**src/rtl/otp_rom_pkg.sv**
```systemverilog
package otp_rom_pkg;

    localparam int DW = 8;

    typedef enum logic [1:0] {
        ST_STANDBY,
        ST_ACCESS,
        ST_ARMED,
        ST_DRIVE
    } rd_state_e;

    localparam logic [DW-1:0] ID_MAKER = 8'h37;
    localparam logic [DW-1:0] ID_PART  = 8'h64;
    localparam logic [DW-1:0] ID_CONT  = 8'h7F;
    localparam logic [DW-1:0] ID_BAD   = 8'hFF;

endpackage

```
**src/rtl/otp_rom_array.sv**
```systemverilog
module otp_rom_array
    import otp_rom_pkg::*;
#(
    parameter int            AW   = 18,
    parameter logic [DW-1:0] FILL = 8'hA5
) (
    input  logic [AW-1:0] addr,
    output logic [DW-1:0] data
);

    // Fold the address, one byte at a time, onto the fill byte.
    always_comb begin
        data = FILL;
        for (int i = 0; i < AW; i++) begin
            data[i % DW] = data[i % DW] ^ addr[i];
        end
    end

endmodule

```
**src/rtl/otp_rom_id.sv**
```systemverilog
module otp_rom_id
    import otp_rom_pkg::*;
#(
    parameter int AW = 18
) (
    input  logic [AW-1:0] addr,
    output logic [DW-1:0] code,
    output logic          bad
);

    localparam logic [AW-1:0] KEEP = AW'(10'h203);

    logic [DW-1:0] sel_code;

    always_comb begin
        unique case (addr[1:0])
            2'b00:   sel_code = ID_MAKER;
            2'b01:   sel_code = ID_PART;
            2'b10:   sel_code = ID_CONT;
            default: sel_code = ID_BAD;
        endcase
        bad  = (addr[1:0] == 2'b11) || ((addr & ~KEEP) != '0);
        code = bad ? ID_BAD : sel_code;
    end


    always_comb begin
        if (!bad) begin
            id_odd_parity_chk: assert (^code == 1'b1)
                else $error("identifier byte without odd parity");
        end
    end

endmodule

```
**src/rtl/otp_rom_timer.sv**
```systemverilog
module otp_rom_timer
    import otp_rom_pkg::*;
#(
    parameter int KW      = 19,
    parameter int ACC_LAT = 4,
    parameter int CE_LAT  = 4,
    parameter int OE_LAT  = 2
) (
    input  logic          clk,
    input  logic          rst_n,
    input  logic          ce_n,
    input  logic          oe_n,
    input  logic [KW-1:0] key,
    output logic          drive
);

    localparam int MAXL = (ACC_LAT > CE_LAT)
                        ? ((ACC_LAT > OE_LAT) ? ACC_LAT : OE_LAT)
                        : ((CE_LAT > OE_LAT) ? CE_LAT : OE_LAT);
    localparam int CW = $clog2(MAXL + 2);
    localparam logic [CW-1:0] CAP   = CW'(MAXL);
    localparam logic [CW-1:0] ACC_T = CW'(ACC_LAT);
    localparam logic [CW-1:0] CE_T  = CW'(CE_LAT);
    localparam logic [CW-1:0] OE_T  = CW'(OE_LAT);

    rd_state_e     state, state_n;
    logic [KW-1:0] key_q;
    logic [CW-1:0] addr_cnt, ce_cnt, oe_cnt;
    logic [CW-1:0] addr_cnt_n, ce_cnt_n, oe_cnt_n;
    logic          access_ok, oe_ok;

    function automatic logic [CW-1:0] bump(input logic [CW-1:0] v);
        return (v == CAP) ? v : v + 1'b1;
    endfunction

    always_comb begin
        addr_cnt_n = ce_n ? '0 : ((key != key_q) ? CW'(1) : bump(addr_cnt));
        ce_cnt_n   = ce_n ? '0 : bump(ce_cnt);
        oe_cnt_n   = (ce_n || oe_n) ? '0 : bump(oe_cnt);
        access_ok  = (addr_cnt_n >= ACC_T) && (ce_cnt_n >= CE_T);
        oe_ok      = !oe_n && (oe_cnt_n >= OE_T);
    end

    // Next state: sleep / wake / restart / settled / release / hold_off
    always_comb begin
        unique casez ({ce_n, access_ok, oe_ok})
            3'b1??:  state_n = ST_STANDBY;
            3'b00?:  state_n = ST_ACCESS;
            3'b010:  state_n = ST_ARMED;
            3'b011:  state_n = ST_DRIVE;
            default: state_n = ST_STANDBY;
        endcase
    end

    always_ff @(posedge clk or negedge rst_n) begin
        if (!rst_n) begin
            state    <= ST_STANDBY;
            key_q    <= '0;
            addr_cnt <= '0;
            ce_cnt   <= '0;
            oe_cnt   <= '0;
        end else begin
            state    <= state_n;
            key_q    <= key;
            addr_cnt <= addr_cnt_n;
            ce_cnt   <= ce_cnt_n;
            oe_cnt   <= oe_cnt_n;
        end
    end

    always_comb drive = (state == ST_DRIVE);


    restart_drop_chk: assert property (@(posedge clk) disable iff (!rst_n)
        (ACC_LAT > 1 && !ce_n && key != $past(key)) |=> (state != ST_DRIVE))
        else $error("drive state reached right after an address change");


    standby_state_chk: assert property (@(posedge clk) disable iff (!rst_n)
        ce_n |=> (state == ST_STANDBY))
        else $error("not in standby after chip enable went high");

endmodule

```
**src/rtl/otp_rom_port.sv**
```systemverilog
module otp_rom_port
    import otp_rom_pkg::*;
#(
    parameter int            AW      = 18,
    parameter int            ACC_LAT = 4,
    parameter int            CE_LAT  = 4,
    parameter int            OE_LAT  = 2,
    parameter logic [DW-1:0] FILL    = 8'hA5
) (
    input  logic          clk,
    input  logic          rst_n,
    input  logic          ce_n,
    input  logic          oe_n,
    input  logic          id_hv,
    input  logic [AW-1:0] addr,
    output logic [DW-1:0] dout,
    output logic          dout_en,
    output logic          data_valid,
    output logic          id_violation
);

    logic [AW:0]   key;
    logic [DW-1:0] arr_byte, id_byte, data_q;
    logic          id_bad, viol_q, mode_q, drive;

    always_comb key = {id_hv, addr};

    otp_rom_array #(.AW(AW), .FILL(FILL)) u_array (
        .addr (addr),
        .data (arr_byte)
    );

    otp_rom_id #(.AW(AW)) u_id (
        .addr (addr),
        .code (id_byte),
        .bad  (id_bad)
    );

    otp_rom_timer #(
        .KW(AW + 1), .ACC_LAT(ACC_LAT), .CE_LAT(CE_LAT), .OE_LAT(OE_LAT)
    ) u_timer (
        .clk   (clk),
        .rst_n (rst_n),
        .ce_n  (ce_n),
        .oe_n  (oe_n),
        .key   (key),
        .drive (drive)
    );

    always_ff @(posedge clk or negedge rst_n) begin
        if (!rst_n) begin
            data_q <= '0;
            viol_q <= 1'b0;
            mode_q <= 1'b0;
        end else begin
            data_q <= id_hv ? id_byte : arr_byte;
            viol_q <= !ce_n && id_hv && id_bad;
            mode_q <= id_hv;
        end
    end

    always_comb begin
        dout_en      = !ce_n && !oe_n;
        data_valid   = drive && dout_en;
        dout         = data_valid ? data_q : '0;
        id_violation = viol_q;
    end


    standby_quiet_chk: assert property (@(posedge clk) disable iff (!rst_n)
        ce_n |-> (!data_valid && dout == '0 && !dout_en))
        else $error("bus active during standby");


    oe_fall_chk: assert property (@(posedge clk) disable iff (!rst_n)
        (!ce_n && $fell(oe_n)) |-> !data_valid)
        else $error("valid data right at output enable fall");


    id_parity_chk: assert property (@(posedge clk) disable iff (!rst_n)
        (data_valid && mode_q && !id_violation) |-> (^dout == 1'b1))
        else $error("identify read with even parity");


    id_bad_chk: assert property (@(posedge clk) disable iff (!rst_n)
        (data_valid && id_violation) |-> (dout == ID_BAD))
        else $error("illegal identify read not all ones");

endmodule

```
**config.mk**
```make
export PLATFORM = sky130hd
export DESIGN_NAME = otp_rom_port
export DESIGN_NICKNAME = d
export VERILOG_FILES = /design/src/rtl/otp_rom_pkg.sv /design/src/rtl/otp_rom_array.sv /design/src/rtl/otp_rom_id.sv /design/src/rtl/otp_rom_timer.sv /design/src/rtl/otp_rom_port.sv
export SDC_FILE = /design/constraint.sdc
export NUM_CORES = 1
export LEC_CHECK = 0
export ABC_AREA = 1
export BUFFER_PORTS_ARGS = -buffer_cell sky130_fd_sc_hd__clkbuf_2
export CORE_MARGIN = 2
export CORE_UTILIZATION = 55
export CTS_CLUSTER_DIAMETER = 100
export DETAILED_ROUTE_END_ITERATION = 8
export PLACE_DENSITY = 0.79
export SYNTH_ARGS = -nofsm -noshare
export SYNTH_HDL_FRONTEND = slang
export SYNTH_SLANG_ARGS = --single-unit
```
**constraint.sdc**
```tcl
create_clock -name clk -period 1.65 [get_ports clk]
set_input_delay 0 -clock clk [delete_from_list [all_inputs] [get_ports clk]]
set_output_delay 0 -clock clk [all_outputs]
set_load 0.01 [all_outputs]
```
==> run_results.csv <==
group,metric,value,unit
status,outcome,"finished clean",
sta,tightestPinTransition,0.526,ns
cts,clock-root-buffer,"sky130_fd_sc_hd__clkbuf_4",
drt,via_density_per_instance,4.73,
sta,timing.final.hold_violations,0,
worst_setup_path,cp_data_required_time,1.65,ns
sta,slew-limit-headroom,64.9,%
sta,final_min_period_over_clock_period,86.1,%
worst_setup_path,path_cells,"dlygate4sd3_1 > clkbuf_2 > nor2_2 > nand3_2 > nor2_1 > clkbuf_2",
synthesis,synth-adder-area-share,3.98,%
sta,achievable-frequency,704,MHz
worst_setup_path,critPathLaunchType,"input port",
floorplan,floorplan.rows,21,
worst_setup_path,critical_path.max_stage_delay,0.53,ns
synthesis,warnings_from_yosys,0,
cts,tritoncts.num_buffers,5,
cts,cts_max_path_buffers,2,
synthesis,synthCells,220,
layout,final.fill_count,262,
cts,clock_tree_from_tritoncts,"built",
place,placed_area,2110,µm²
place,dp_hpwl,2.67,mm
layout,design_area,2380,µm²
floorplan,starting_density,57.0,%
synthesis,yosysTopAreaCellShare,51.7,%
synthesis,post_synth_instance_area,1890,µm²
synthesis,synth_edf_count,0,
cts,post-cts-setup-buffer-count,0,
worst_setup_path,crit_family,"buffers and inverters",
drt,drt_first_iter_violations,71,
synthesis,syn_avg_cell_area,8.58,µm²
synthesis,synth_compound_gate_area_share,5.37,%
synthesis,synth.lib_cells_used.distinct,27,
sta,drv_slew,0,
job,maxCapViolations,0,
synthesis,synth.net_count,249,
worst_setup_path,cp.arrival,1.42,ns
synthesis,post_synth_and_or_nand_nor_area_fraction,22.6,%
worst_setup_path,critical_path_buf_inv_count,3,
sta,timing.setup.tns,0,ns
global_route,grt_pass1_wl,6.69,mm
drt,wire_per_inst,11.5,µm
synthesis,netlist_top_cells_area,"sky130_fd_sc_hd__dfrtp_1 (52%), sky130_fd_sc_hd__nand2_1 (12%), sky130_fd_sc_hd__inv_1 (8.0%)",
worst_setup_path,crit_path_top_delay_cell,"sky130_fd_sc_hd__dlygate4sd3_1",
worst_setup_path,worst_setup_path_end_kind,"output pin",
floorplan,die_h,62.6,µm
global_route,grt_usage,22.4,%
floorplan,core,3310,µm²
drt,detail_route.wirelength,3.75,mm
synthesis,postSynth.topFlopCell,"sky130_fd_sc_hd__dfrtp_1",
sta,fin_crit,1.42,ns
floorplan,fp.dieArea,3920,µm²
synthesis,yosys_register_bits,39,
synthesis,post_synth_xor_area_fraction,6.96,%
power,power-per-cell-area,763,nW/µm²
layout,antenna_cells_inserted,0,
power,leakage,1.28,nW
min_path,hold_path.class,"input port to async pin",
sta,holdWs,0.152,ns
worst_setup_path,crit_fanout,9,
cts,clk-insertion-delay-late,0.35,ns
floorplan,io-pin-count,34,
power,vdd_ir_drop_max,0.454,mV
drt,drtAntennaViolNets,0,
layout,multiInputGateArea,749,µm²
global_route,via_count_of_the_first_global_routing_pass,1580,
worst_setup_path,crit_top_cell,"sky130_fd_sc_hd__clkbuf_2",
synthesis,synth_top_cell_by_area,"sky130_fd_sc_hd__dfrtp_1",
layout,regArea,976,µm²
drt,num_vias,1542,
place,gp_routability_congestion,0.880,
cts,cts.clk_slew.worst_paths,0.11,ns
sta,final.setup_skew,0.00796,ns
synthesis,synth_async_sr_flop_share,100,%
cts,h_tree_levels,2,
layout,layout.core_utilization,71.9,%
sta,setup_viol,0,
synthesis,seq_area_frac_synth,51.7,%
synthesis,largest_family_of_logic_cells_by_synthesized_area,"simple AND/OR/NAND/NOR gates",
place,buffers_added_on_ports,33,
drt,drt_first_pass_iters,4,
layout,syn2layout_area_growth,26.1,%
layout,fin_cells,326,
cts,cts.sinks,39,
drt,drc,0,
layout,layout_cell_share_with_drive_strength_beyond_1,16.8,%
sta,rsz0062_at_grt,"no",
global_route,grt_max_degree,22,
synthesis,yosys-mux-area-fraction,0.531,%
place,place_inst,298,
floorplan,die_w,62.6,µm
layout,final_nets,310,
global_route,grt_overflow_total,0,
global_route,grt_antenna_before_repair,0,
worst_setup_path,worst-setup-path-type,"input port to output pin",
worst reg2reg max path, cell delays in order (launching register included):
cell                      delay, ns
sky130_fd_sc_hd__dfrtp_1       0.41
sky130_fd_sc_hd__xnor2_1       0.21
sky130_fd_sc_hd__nand2_1       0.08
sky130_fd_sc_hd__nor2_1        0.12
sky130_fd_sc_hd__nand2_1       0.08
sky130_fd_sc_hd__nor2_2        0.16
sky130_fd_sc_hd__nand3_1       0.11
sky130_fd_sc_hd__nand2_1       0.08
sky130_fd_sc_hd__nand2_1       0.05
layer usage:
layer  part of all wire (%)  track usage, %  vias up
li1                       -               -      799
met1                     43            24.5      699
met2                     51            40.9       35
met3                    3.7            3.96        9
met4                    2.3            12.5        0
met5                      0               0        -
power by group:
| part | total, mW | leakage [nW] | switching [mW] | internal, mW |
|---|---|---|---|---|
| clock network | 0.437 | 0.0242 | 0.286 | 0.152 |
| logic | 0.323 | 0.787 | 0.175 | 0.148 |
| registers | 1.06 | 0.464 | 0.0367 | 1.02 |
stage by stage:
stage	worst slack, ns	power [mW]
6_report	0.230	1.82
2_1_floorplan	0.400	1.24
3_5_place_dp	0.276	1.36
3_3_place_gp	0.341	1.35
5_1_grt	0.0724	1.93
4_1_cts	0.116	1.83
cell families after synthesis:
group,Yosys count
buffers and inverters,42
xor gates and xnor gates,15
muxes,1
DFF,39
AOI/OAI and AO/OA,18
and+or+nand+nor,99
adders and majority gates,6
cells in the mapped netlist (2+ instances only):
library cell and number:
sky130_fd_sc_hd__nor4_1 2, sky130_fd_sc_hd__dfrtp_1 39, sky130_fd_sc_hd__o21ai_0 5, sky130_fd_sc_hd__inv_1 40
sky130_fd_sc_hd__o211ai_1 2, sky130_fd_sc_hd__nor2_1 19, sky130_fd_sc_hd__or2_2 2, sky130_fd_sc_hd__nand2_1 58
sky130_fd_sc_hd__nor2_2 2, sky130_fd_sc_hd__xnor2_1 10, sky130_fd_sc_hd__nand3_1 8, sky130_fd_sc_hd__a21oi_1 7
sky130_fd_sc_hd__nand4_1 2, sky130_fd_sc_hd__or2_1 2, sky130_fd_sc_hd__ha_1 6, sky130_fd_sc_hd__xor2_1 5
state kept, by name, indices dropped and copies added, names as in the netlist:
signal,cells
id_violation,1
u_timer.key_q,19
data_q,8
u_timer.oe_cnt,3
u_timer.addr_cnt,3
u_timer.ce_cnt,3
u_timer.state,2
path summary, 6_finish.rpt:
check | depth (start not counted) | slack, ns | endpoint | start
setup reg to reg | 8 | 0.25 | u_timer.state[0]$_DFF_PN0_ | u_timer.key_q[2]$_DFF_PN0_
hold / removal | 2 | 0.15 | u_timer.key_q[12]$_DFF_PN0_ | rst_n
setup / recovery | 6 | 0.23 | dout[7] | ce_n
max in group asynchronous | 3 | 1.01 | u_timer.key_q[17]$_DFF_PN0_ | rst_n
hold reg to reg | 1 | 0.50 | u_timer.ce_cnt[0]$_DFF_PN0_ | u_timer.ce_cnt[0]$_DFF_PN0_
min in group clk | 2 | 0.35 | u_timer.key_q[5]$_DFF_PN0_ | addr[5]
placed cells by master, fill, tap and decap left out, types with 6 or more instances in the layout:
cell type	instances
sky130_fd_sc_hd__inv_1	40
sky130_fd_sc_hd__ha_1	6
sky130_fd_sc_hd__dfrtp_1	39
sky130_fd_sc_hd__dlygate4sd3_1	22
sky130_fd_sc_hd__nand2_1	58
sky130_fd_sc_hd__a21oi_1	7
sky130_fd_sc_hd__nand3_1	7
sky130_fd_sc_hd__nor2_1	19
sky130_fd_sc_hd__clkbuf_2	33
sky130_fd_sc_hd__xnor2_1	10
timing repair:
| item | 4_1_cts | 5_1_grt |
|---|---|---|
| setup endpoints to repair | 0 | 6 |
| resized for setup | 0 | 1 |
| endpoints found under the hold margin | 69 | 0 |
| hold buffers | 22 | 0 |
layout make-up:
type | instances | area share, %
Inverter | 40 | 6.31
Multi-Input combinational cell | 139 | 31.5
Tap cell | 46 | 2.42
Timing Repair Buffer | 56 | 17.0
Sequential cell | 39 | 41.0
Clock buffer | 6 | 1.74
Power figures use the tool's default switching activity.
